### src/rtl/bst_pkg.sv
// Shared types for the bit-clocked timestamp timer.
// Assumes: nothing beyond IEEE 1800-2017 enum support.
package bst_pkg;

    // Source of the next timer value, in rising priority order.
    typedef enum logic [1:0] {
        UPD_HOLD  = 2'd0,
        UPD_STEP  = 2'd1,
        UPD_LOAD  = 2'd2,
        UPD_CLEAR = 2'd3
    } upd_e;

endpackage

### src/rtl/bst_sync_match.sv
// Detects a receive into the sync buffer.
// The target slot is BASE_SLOT, or FIFO_SLOT when the FIFO is enabled.
// Assumes: rx_done is a one-cycle pulse and rx_slot is valid with it.
module bst_sync_match #(
    parameter int SLOT_W    = 6,
    parameter int BASE_SLOT = 0,
    parameter int FIFO_SLOT = 8
) (
    input  logic              rx_done,
    input  logic [SLOT_W-1:0] rx_slot,
    input  logic              sync_on,
    input  logic              fifo_on,
    output logic              sync_hit
);

    localparam logic [SLOT_W-1:0] TGT_BASE = SLOT_W'(BASE_SLOT);
    localparam logic [SLOT_W-1:0] TGT_FIFO = SLOT_W'(FIFO_SLOT);

    logic [SLOT_W-1:0] target;

    // Pick the trigger slot for the current buffer mode.
    always_comb begin
        target = fifo_on ? TGT_FIFO : TGT_BASE;
    end

    // A hit needs sync enabled, a receive pulse and a matching slot.
    always_comb begin
        sync_hit = sync_on && rx_done && (rx_slot == target);
    end

endmodule

### src/rtl/bst_update_arb.sv
// Chooses where the next timer value comes from.
// Priority: sync clear, then CPU load, then bit step, then hold.
// Assumes: all inputs are synchronous to the timer clock.
module bst_update_arb
    import bst_pkg::*;
(
    input  logic sync_hit,
    input  logic cpu_wr,
    input  logic bit_tick,
    input  logic frame_busy,
    output upd_e upd
);

    // Fixed-priority selection of the update source.
    always_comb begin
        if (sync_hit) begin
            upd = UPD_CLEAR;
        end else if (cpu_wr) begin
            upd = UPD_LOAD;
        end else if (bit_tick && frame_busy) begin
            upd = UPD_STEP;
        end else begin
            upd = UPD_HOLD;
        end
    end

endmodule

### src/rtl/bst_counter.sv
// Timer register of CNT_W bits that wraps modulo 2**CNT_W.
// Assumes: upd is already resolved by priority; synchronous active-low reset.
module bst_counter
    import bst_pkg::*;
#(
    parameter int CNT_W = 16
) (
    input  logic             clk,
    input  logic             rst_n,
    input  upd_e             upd,
    input  logic [CNT_W-1:0] wdata,
    output logic [CNT_W-1:0] count
);

    localparam logic [CNT_W-1:0] ZERO = '0;
    localparam logic [CNT_W-1:0] ONE  = CNT_W'(1);

    // Register the next count according to the chosen source.
    always_ff @(posedge clk) begin
        if (!rst_n) begin
            count <= ZERO;
        end else begin
            case (upd)
                UPD_CLEAR: count <= ZERO;
                UPD_LOAD:  count <= wdata;
                UPD_STEP:  count <= count + ONE;
                default:   count <= count;
            endcase
        end
    end

endmodule

### src/rtl/bitstamp_timer.sv
// Top of the bit-clocked timestamp timer.
// It counts bus bit times during frames, takes CPU loads, and clears on a
// receive into the sync slot when sync mode is on.
// Assumes: bit_tick, rx_done and cpu_wr are single-cycle strobes in clk.
module bitstamp_timer
    import bst_pkg::*;
#(
    parameter int CNT_W     = 16,
    parameter int SLOT_W    = 6,
    parameter int BASE_SLOT = 0,
    parameter int FIFO_SLOT = 8
) (
    input  logic              clk,
    input  logic              rst_n,
    input  logic              bit_tick,
    input  logic              frame_busy,
    input  logic              rx_done,
    input  logic [SLOT_W-1:0] rx_slot,
    input  logic              sync_on,
    input  logic              fifo_on,
    input  logic              cpu_wr,
    input  logic [CNT_W-1:0]  cpu_wdata,
    output logic [CNT_W-1:0]  stamp
);

    logic sync_hit;
    upd_e upd;

    bst_sync_match #(
        .SLOT_W   (SLOT_W),
        .BASE_SLOT(BASE_SLOT),
        .FIFO_SLOT(FIFO_SLOT)
    ) u_match (
        .rx_done (rx_done),
        .rx_slot (rx_slot),
        .sync_on (sync_on),
        .fifo_on (fifo_on),
        .sync_hit(sync_hit)
    );

    bst_update_arb u_arb (
        .sync_hit  (sync_hit),
        .cpu_wr    (cpu_wr),
        .bit_tick  (bit_tick),
        .frame_busy(frame_busy),
        .upd       (upd)
    );

    bst_counter #(
        .CNT_W(CNT_W)
    ) u_cnt (
        .clk  (clk),
        .rst_n(rst_n),
        .upd  (upd),
        .wdata(cpu_wdata),
        .count(stamp)
    );

endmodule

### config.mk
export PLATFORM = sky130hd
export DESIGN_NAME = bitstamp_timer
export DESIGN_NICKNAME = d
export VERILOG_FILES = /design/src/rtl/bst_pkg.sv /design/src/rtl/bst_sync_match.sv /design/src/rtl/bst_update_arb.sv /design/src/rtl/bst_counter.sv /design/src/rtl/bitstamp_timer.sv
export SDC_FILE = /design/constraint.sdc
export NUM_CORES = 1
export LEC_CHECK = 0
export ABC_AREA = 1
export CORE_AREA = 4 4 50 74
export DETAILED_ROUTE_END_ITERATION = 10
export DIE_AREA = 0 0 54 78
export PLACE_DENSITY = 0.75
export SYNTH_ARGS = -nofsm -noshare
export SYNTH_HDL_FRONTEND = slang
export SYNTH_HIERARCHICAL = 1
export SYNTH_SLANG_ARGS = --single-unit
### constraint.sdc
create_clock -name clk -period 1.86 [get_ports clk]
set_input_delay 0.279 -clock clk [delete_from_list [all_inputs] [get_ports clk]]
set_output_delay 0.279 -clock clk [all_outputs]
set_load 0.05 [all_outputs]
==> metrics.txt, run 1 <==
required arrival time at the worst endpoint=1580 ps; largest registers=u_cnt/count (16); power per standard cell area=450.1 nW/µm²; post-synthesis sequential area ratio=23.57%; placed instance area=1829 µm²; crit path time final=1757 ps; Post-Layout Cell Count=310; element type at the critical path end=output pin; DP Wirelength=2.669 mm; worst setup slack after layout=103.2 ps; leak pwr=0.8856 nW; syn nets=253; worst-case clock skew=3.727 ps; share of the synthesized area in the top cell type=24.31%; Yosys top cell by area=sky130_fd_sc_hd__nand2_1; Horiz. Die Dim=54 µm; setup repair after global routing missed its margin=no; TritonCTS clock tree=yes; number of cell rows=25; final antenna-violating net count=0; area of all placed cells without fillers=1933 µm²; crit path kind=register to output pin; max reg flops=16; total detailed-routing wirelength=3.649 mm; element type at the critical path start=register; maximum number of pins on one net before global-route repair=17; reported max-cap violation count=0; Top-Level Pins=46; Critical Path Source=u_cnt/count[4]; Hold Crit Start=u_cnt/count[14]; grt met3 use=2.495%; Worst Tran Pin Value=491.3 ps; number of distinct library cells after synthesis=27; run status=complete, no violations; via/cell ratio=4.913; starting density of the core=43.88%; core footprint=3097 µm²; M1 GR Usage=19.55%; leading post-synthesis cells by cell area=sky130_fd_sc_hd__nand2_1 (24%), sky130_fd_sc_hd__dfxtp_1 (24%), sky130_fd_sc_hd__inv_1 (6.1%); top cell family by delay on the critical path=buffers and inverters; total number of yosys warnings=6; number of antenna violations at the first check in global routing=0; Rel. slew slack=67.14%; source-to-sink clock delay at the later pin of the worst-skew pair=250 ps; Max H-tree Level=1; fraction of the cycle the final worst path needs=94.45%; gpl congestion=0.8764; synthesized area per cell=6.205 µm²; fraction of final layout cells with drive strength greater than 1=23.70%; layout-stage area growth over the synthesis result=42.26%; antenna diode count=0; number of CTS-inserted buffers=3; nets@finish=306; buffer depth of the longest clock path=2; die outline area=4212 µm²; DRC violations left=0; highest achievable clock rate=0.5692 GHz; endpoint arrival time on the critical path=1480 ps; final hold viol count=0; first-pass iteration count of the detailed router=4; synthesized cell area=1359 µm²; floorplan die height=78 µm; total setup violations reported at the end of the flow=0; clk slew on worst S/H paths=60 ps; GRT busiest layer=met2; slowest cell on the critical path=sky130_fd_sc_hd__clkdlybuf4s50_1; pre-CTS setup slack=-220.6 ps; Critical Path, Cell by Cell=clkdlybuf4s50_1; total of flip-flops plus latches after synthesis=16; count of placed standard cells including taps=305; root buf cell=sky130_fd_sc_hd__clkbuf_8; Overall Global Routing Usage=17.81%; routed vias=1523; grt total ovfl=0; Clock Sinks=16; CP Max Fanout=5; Min-Delay Path Class=register to register; R2R Path Start=u_cnt/count[1]; cell count after synthesis=219; number of global-route vias before repair=1461; worst stage delay on the critical path=830 ps; average routed wire per standard cell=11.77 µm; peak supply drop=0.3347 mV; core utilization of the finished layout=62.42%; GR Layer Usage met2=32.40%; register with the most flip-flops=u_cnt/count; global-route wire length before repair=5.816 mm; buffers and inverters on the worst path=1; number of violations reported at the end of detailed-routing iteration 0=32; I/O Buffers=45; Hold Buf Count CTS=0; count of final max-slew check failures=0
cells in the mapped netlist (all sizes together):
library cell,n
clkinv,1
o21ai,8
a22o,2
dfxtp,16
buf,4
a21oi,21
ha,4
nand3,13
o21bai,3
nand2,95
nand4,3
nor2,20
o31ai,1
clkbuf,4
inv,24
cell usage in the layout, fill, tap and decap left out, types with 7 or more instances in the layout:
cell type                         count
sky130_fd_sc_hd__nand2_2              7
sky130_fd_sc_hd__nor2_2               7
sky130_fd_sc_hd__a21oi_1             15
sky130_fd_sc_hd__buf_4               22
sky130_fd_sc_hd__nand3_1             11
sky130_fd_sc_hd__dlymetal6s2s_1       9
sky130_fd_sc_hd__clkdlybuf4s50_1     24
sky130_fd_sc_hd__nor2_1               9
sky130_fd_sc_hd__dfxtp_1             16
sky130_fd_sc_hd__inv_1               17
sky130_fd_sc_hd__nand2_1             87
power by group:
| group | leakage (nW) | switching (mW) | internal (mW) |
|---|---|---|---|
| Clock | 0.0216 | 0.114 | 0.143 |
| Sequential | 0.130 | 0.0140 | 0.353 |
| Combinational | 0.734 | 0.129 | 0.116 |
| Total | 0.886 | 0.258 | 0.612 |
tightest hold or removal path: stages, from the launching register on:
cell	delay (ps)
sky130_fd_sc_hd__dfxtp_1	340
sky130_fd_sc_hd__nand2_1	70
sky130_fd_sc_hd__a21oi_1	60
through the flow:
stage	hold slack (ps)	power (mW)	TNS (ps)
final	517.2	0.8701	0
after global placement	504.4	0.6037	-2404
after floorplan	480.2	0.5046	0
after global routing	551.4	0.9151	0
after detailed placement	507.6	0.6062	-3221
after CTS	520.0	0.8674	0
cells by family after synthesis:
| kind of cell | after synthesis | synth area share, % |
|---|---|---|
| compound gates | 35 | 16.39 |
| flops | 16 | 23.57 |
| buf+inv | 33 | 11.88 |
| fa+ha+maj | 4 | 3.683 |
| simple gates | 131 | 44.48 |
area by class of cell:
cell class / instances / area, µm²
fillers: 279 / 1164
multi-input cells: 171 / 905.9
repair buffers: 55 / 518.0
flip-flops and latches: 16 / 320.3
inverters: 25 / 97.59
well taps: 40 / 50.05
clock buffers: 3 / 41.29
final timing paths:
kind | to | depth (start not counted) | slack, ps
setup / recovery | stamp[4] | 1 | 100
hold / removal | u_cnt/count[14] | 2 | 520
setup reg to reg | u_cnt/count[14] | 9 | 300
hold reg to reg | u_cnt/count[14] | 2 | 520
repair_timing:
action,in CTS,in global routing
hold endpoints to repair,0,0
gates resized for setup,0,18
buffers inserted,0,1
endpoints found under the setup margin,0,16
layer usage:
metal / share of wire (%) / vias up
met4: 1.8 / 0
met2: 54 / 45
met1: 38 / 675
met3: 6.4 / 6
li1: - / 797
met5: 0 / -
Power figures use the tool's default switching activity.
==> inputs of run 2 (changes only) <==
--- a/config.mk
+++ b/config.mk
@@ -6,10 +6,10 @@
 export NUM_CORES = 1
 export LEC_CHECK = 0
 export ABC_AREA = 1
-export CORE_AREA = 4 4 50 74
+export CORE_AREA = 4 4 53 79
 export DETAILED_ROUTE_END_ITERATION = 10
-export DIE_AREA = 0 0 54 78
-export PLACE_DENSITY = 0.75
+export DIE_AREA = 0 0 57 83
+export PLACE_DENSITY = 0.66
 export SYNTH_ARGS = -nofsm -noshare
 export SYNTH_HDL_FRONTEND = slang
 export SYNTH_HIERARCHICAL = 1
==> metrics.txt, run 2 (synthesis gave the netlist of run 1 again) <==
Min-Delay Path Class=register to register; max reg flops=16; core footprint=3581 µm²; root buf cell=sky130_fd_sc_hd__clkbuf_8; via/cell ratio=4.799; global-route wire length before repair=6.410 mm; commonest cells after routing, fill and taps aside=sky130_fd_sc_hd__nand2_1 (84), sky130_fd_sc_hd__buf_4 (26), sky130_fd_sc_hd__clkdlybuf4s50_1 (21), sky130_fd_sc_hd__inv_1 (18), sky130_fd_sc_hd__dfxtp_1 (16); endpoint arrival time on the critical path=1450 ps; number of inserted filler cells in the final layout=385; largest registers=u_cnt/count (16); worst-case clock skew=4.709 ps; required arrival time at the worst endpoint=1580 ps; number of violations reported at the end of detailed-routing iteration 0=53; number of antenna violations at the first check in global routing=0; worst setup path endpoint=stamp[10]; run status=complete, no violations; cells on worst reg2reg path=9; highest achievable clock rate=0.5776 GHz; gpl congestion=0.8982; Overall Power=881.6 µW; slowest cell on the critical path=sky130_fd_sc_hd__clkdlybuf4s50_1; fraction of the cycle the final worst path needs=93.09%; number of cell rows=27; setup repair after global routing missed its margin=no; final antenna-violating net count=0; Clock Sinks=16; R2R Path Start=u_cnt/count[1]; count of final max-slew check failures=0; total negative slack for setup checks=0 ps; starting density of the core=37.95%; routed vias=1507; Max H-tree Level=1; first-pass iteration count of the detailed router=4; r2r setup slk=310 ps; peak supply drop=0.3659 mV; leak pwr=0.9010 nW; fraction of final layout cells with drive strength greater than 1=25.46%; maximum number of pins on one net before global-route repair=17; crit path time final=1731 ps; reported max-cap violation count=0; total setup violations reported at the end of the flow=0; Overall Global Routing Usage=16.02%; top cell family by delay on the critical path=buffers and inverters; Top-Level Pins=46; element type at the critical path end=output pin; register area=320.3 µm²; clk slew on worst S/H paths=70 ps; DP Wirelength=2.803 mm; total detailed-routing wirelength=3.873 mm; number of global-route vias before repair=1484; source-to-sink clock delay at the later pin of the worst-skew pair=250 ps; CP Max Fanout=4; element type at the critical path start=register; floorplan die height=83 µm; number of CTS-inserted buffers=3; cell depth of the worst setup path=1; Critical Path, Cell by Cell=clkdlybuf4s50_1; layout-stage area growth over the synthesis result=42.91%; nets@finish=307; average routed wire per standard cell=12.33 µm; buffer depth of the longest clock path=2; power per standard cell area=454.0 nW/µm²; most common cell after layout, fill and taps aside=sky130_fd_sc_hd__nand2_1; Rel. slew slack=67.24%; footprint of the multi-input gates=910.9 µm²; crit path kind=register to output pin; grt total ovfl=0; die outline area=4731 µm²; worst stage delay on the critical path=820 ps; core utilization of the finished layout=54.23%; Horiz. Die Dim=57 µm; buffers and inverters on the worst path=1; register with the most flip-flops=u_cnt/count; Worst Tran Pin Value=489.8 ps; Critical Path Source=u_cnt/count[10]; antenna diode count=0; DRC violations left=0; TritonCTS clock tree=yes; R2R Path End=u_cnt/count[12]; final hold viol count=0; Hold Buf Count CTS=0; I/O Buffers=45
run 2: stage by stage:
| step | hold WS [ps] | area [µm²] | worst slack (ps) | instances |
|---|---|---|---|---|
| after detailed placement | 506.4 | 1826 | -244.1 | 308 |
| after CTS | 516.0 | 1867 | 22.52 | 311 |
| final | 515.9 | 1942 | 128.6 | 314 |
| after global routing | 535.5 | 1942 | 23.50 | 314 |
| after floorplan | 480.2 | 1359 | 72.45 | 219 |
| after global placement | 505.9 | 1826 | -185.6 | 308 |
run 2: power by group:
part,total (mW),switching (mW),leakage (nW),internal (mW)
registers,0.368,0.0145,0.130,0.353
logic,0.250,0.133,0.750,0.117
clock network,0.264,0.120,0.0216,0.143
run 2: routing by layer:
layer,up-vias,wire [µm],global-route usage [%]
met5,-,0,0
met4,0,34,3.797
met3,2,158,1.711
met2,34,2109,29.45
met1,674,1571,19.28
li1,797,-,-
run 2: layout make-up:
cell class	instances	area share (%)
inverter	25	5.026
clock buffer	3	2.126
tap	43	2.771
multi-input combinational	171	46.91
timing repair buffer	56	26.68
sequential	16	16.49
run 2: repair_timing:
item | CTS | global route
buffers inserted | 0 | 2
setup endpoints to repair | 0 | 16
gates resized for setup | 0 | 20
run 2: how the worst min path moves through the flow:
stage	startpoint	endpoint	slack, ps	cells after the start
3_5_place_dp	u_cnt/count[11]	u_cnt/count[11]	510	2
2_1_floorplan	rst_n	u_cnt/count[15]	480	2
4_1_cts	u_cnt/count[11]	u_cnt/count[11]	520	2
5_1_grt	u_cnt/count[11]	u_cnt/count[11]	540	2
6_report	u_cnt/count[11]	u_cnt/count[11]	520	2
3_3_place_gp	u_cnt/count[15]	u_cnt/count[15]	510	2
run 2: worst min-delay path: stages, from the launching register on:
cell and delay (ps):
sky130_fd_sc_hd__dfxtp_1 340, sky130_fd_sc_hd__nand2_1 90, sky130_fd_sc_hd__a21oi_2 50
==> inputs of run 3 (changes only) <==
--- a/config.mk
+++ b/config.mk
@@ -6,9 +6,9 @@
 export NUM_CORES = 1
 export LEC_CHECK = 0
 export ABC_AREA = 1
-export CORE_AREA = 4 4 53 79
+export CORE_AREA = 3 3 52 78
 export DETAILED_ROUTE_END_ITERATION = 10
-export DIE_AREA = 0 0 57 83
+export DIE_AREA = 0 0 55 81
 export PLACE_DENSITY = 0.66
 export SYNTH_ARGS = -nofsm -noshare
 export SYNTH_HDL_FRONTEND = slang
==> metrics.txt, run 3 (synthesis gave the netlist of run 1 again) <==
run status=complete, no violations; commonest cells after routing, fill and taps aside=sky130_fd_sc_hd__nand2_1 (87), sky130_fd_sc_hd__clkdlybuf4s50_1 (26), sky130_fd_sc_hd__buf_4 (23), sky130_fd_sc_hd__inv_1 (18), sky130_fd_sc_hd__dfxtp_1 (16); peak supply drop=0.2854 mV; I/O Buffers=45; maximum number of pins on one net before global-route repair=17; clk slew on worst S/H paths=60 ps; highest achievable clock rate=0.5558 GHz; global-route wire length before repair=5.899 mm; number of antenna violations at the first check in global routing=0; core footprint=3448 µm²; worst-case clock skew=3.491 ps; Hold Buf Count CTS=0; CP Max Fanout=8; DRC violations left=0; reported max-cap violation count=0; starting density of the core=39.40%; buffers and inverters on the worst path=4; R2R Path Start=u_cnt/count[1]; endpoint of the worst hold path=u_cnt/count[14]; count of placed standard cells including taps=307; max reg flops=16; Hold Crit Start=u_cnt/count[14]; first-pass iteration count of the detailed router=4; total setup violations reported at the end of the flow=0; most common cell after layout, fill and taps aside=sky130_fd_sc_hd__nand2_1; Max H-tree Level=1; largest registers=u_cnt/count (16); number of cell rows=26; leak pwr=0.8674 nW; slowest cell on the critical path=sky130_fd_sc_hd__clkdlybuf4s50_1; die outline area=4455 µm²; Min-Delay Path Class=register to register; nets@finish=306; via/cell ratio=4.872; element type at the critical path end=register; crit path time final=1799 ps; final antenna-violating net count=0; r2r setup slk=320 ps; endpoint arrival time on the critical path=1990 ps; total negative slack for setup checks=0 ps; TritonCTS clock tree=yes; power per standard cell area=476.5 nW/µm²; R2R Path End=u_cnt/count[12]; Overall Global Routing Usage=17.82%; number of violations reported at the end of detailed-routing iteration 0=34; crit path kind=input pin to register; number of global-route vias before repair=1383; Post-Layout Cell Count=313; source-to-sink clock delay at the later pin of the worst-skew pair=250 ps; Worst Tran Pin Value=496.1 ps; number of CTS-inserted buffers=3; top cell family by delay on the critical path=simple AND/OR/NAND/NOR gates; instance count along the most critical hold path=2; count of final max-slew check failures=0; gpl congestion=0.8674; DP Wirelength=2.741 mm; required arrival time at the worst endpoint=2050 ps; cells on worst reg2reg path=10; antenna diode count=0; fraction of the cycle the final worst path needs=96.74%; final hold viol count=0; buffer depth of the longest clock path=2; element type at the critical path start=input pin; Critical Path, Cell by Cell=clkdlybuf4s50_1, nor2_1, nand2_1, nor2_2, inv_2, nand2_2, inv_2, ha_4, clkinvlp_4, nor2_4, nand2_1, a21oi_2; floorplan die height=81 µm; fraction of final layout cells with drive strength greater than 1=24.35%; Rel. slew slack=66.83%; Clock Sinks=16; average routed wire per standard cell=11.91 µm; grt total ovfl=0; routed vias=1525; Horiz. Die Dim=55 µm; Top-Level Pins=46; layout-stage area growth over the synthesis result=43.00%; root buf cell=sky130_fd_sc_hd__clkbuf_8; worst stage delay on the critical path=390 ps; register with the most flip-flops=u_cnt/count; total detailed-routing wirelength=3.729 mm
run 3: cell types whose count changed in the layout (fill, tap and decap cells not counted), moves of 3 or more:
cell,delta
sky130_fd_sc_hd__clkdlybuf4s50_1,+5
sky130_fd_sc_hd__dlymetal6s2s_1,-3
sky130_fd_sc_hd__nand2_1,+3
sky130_fd_sc_hd__buf_4,-3
sky130_fd_sc_hd__nand2_2,-3
run 3: timing repair:
item                                    in CTS  in global routing
gates resized for setup                      0                 15
endpoints found under the setup margin       0                 16
endpoints found under the hold margin        0                  0
buffers inserted                             0                  1
run 3: area by class of cell:
class,instances,area (µm²)
clock buffers,4,55.05
fillers,372,1505
inverters,25,97.59
multi-input cells,171,909.6
flip-flops and latches,16,320.3
well taps,42,52.55
repair buffers,55,508.0
run 3: where the power goes:
part | total, mW | internal (mW) | switching [mW] | leakage, nW
combinational | 0.247 | 0.117 | 0.130 | 0.709
sequential | 0.368 | 0.353 | 0.0149 | 0.130
clock | 0.311 | 0.188 | 0.123 | 0.0288
total | 0.926 | 0.658 | 0.268 | 0.867
run 3: through the flow:
stage | hold WS [ps] | util [%] | cell area, µm² | setup WS, ps | power (mW)
floorplan | 480.2 | - | 1359 | 72.45 | 0.5046
global placement | 505.9 | 53.05 | 1829 | -210.0 | 0.6045
finish | 518.8 | 56.35 | 1943 | 60.70 | 0.9258
CTS | 522.8 | 54.64 | 1884 | 40.38 | 0.9219
global route | 535.3 | 56.35 | 1943 | -6.831 | 0.9751
detailed placement | 513.5 | 53.05 | 1829 | -224.9 | 0.6071
run 3: worst max-delay path by stage:
stage / start / end / cells past startpoint
finish: rx_slot[4] / u_cnt/count[15] / 12
global placement: rx_slot[3] / u_cnt/count[14] / 15
detailed placement: rx_slot[3] / u_cnt/count[15] / 15
CTS: rx_slot[3] / u_cnt/count[15] / 15
global route: rx_slot[1] / u_cnt/count[8] / 12
floorplan: u_cnt/count[0] / u_cnt/count[12] / 10
run 3: tightest hold or removal path: stages, from the launching register on:
cell and delay [ps]:
sky130_fd_sc_hd__dfxtp_1 340, sky130_fd_sc_hd__nand2_1 70, sky130_fd_sc_hd__a21oi_1 60
run 3: per-layer routing:
metal | up-vias | global-route usage, % | wire length [µm]
li1 | 796 | - | -
met1 | 688 | 21.23 | 1586
met4 | 0 | 6.569 | 42
met5 | - | 0 | 0
met2 | 37 | 31.28 | 1963
met3 | 4 | 2.202 | 137
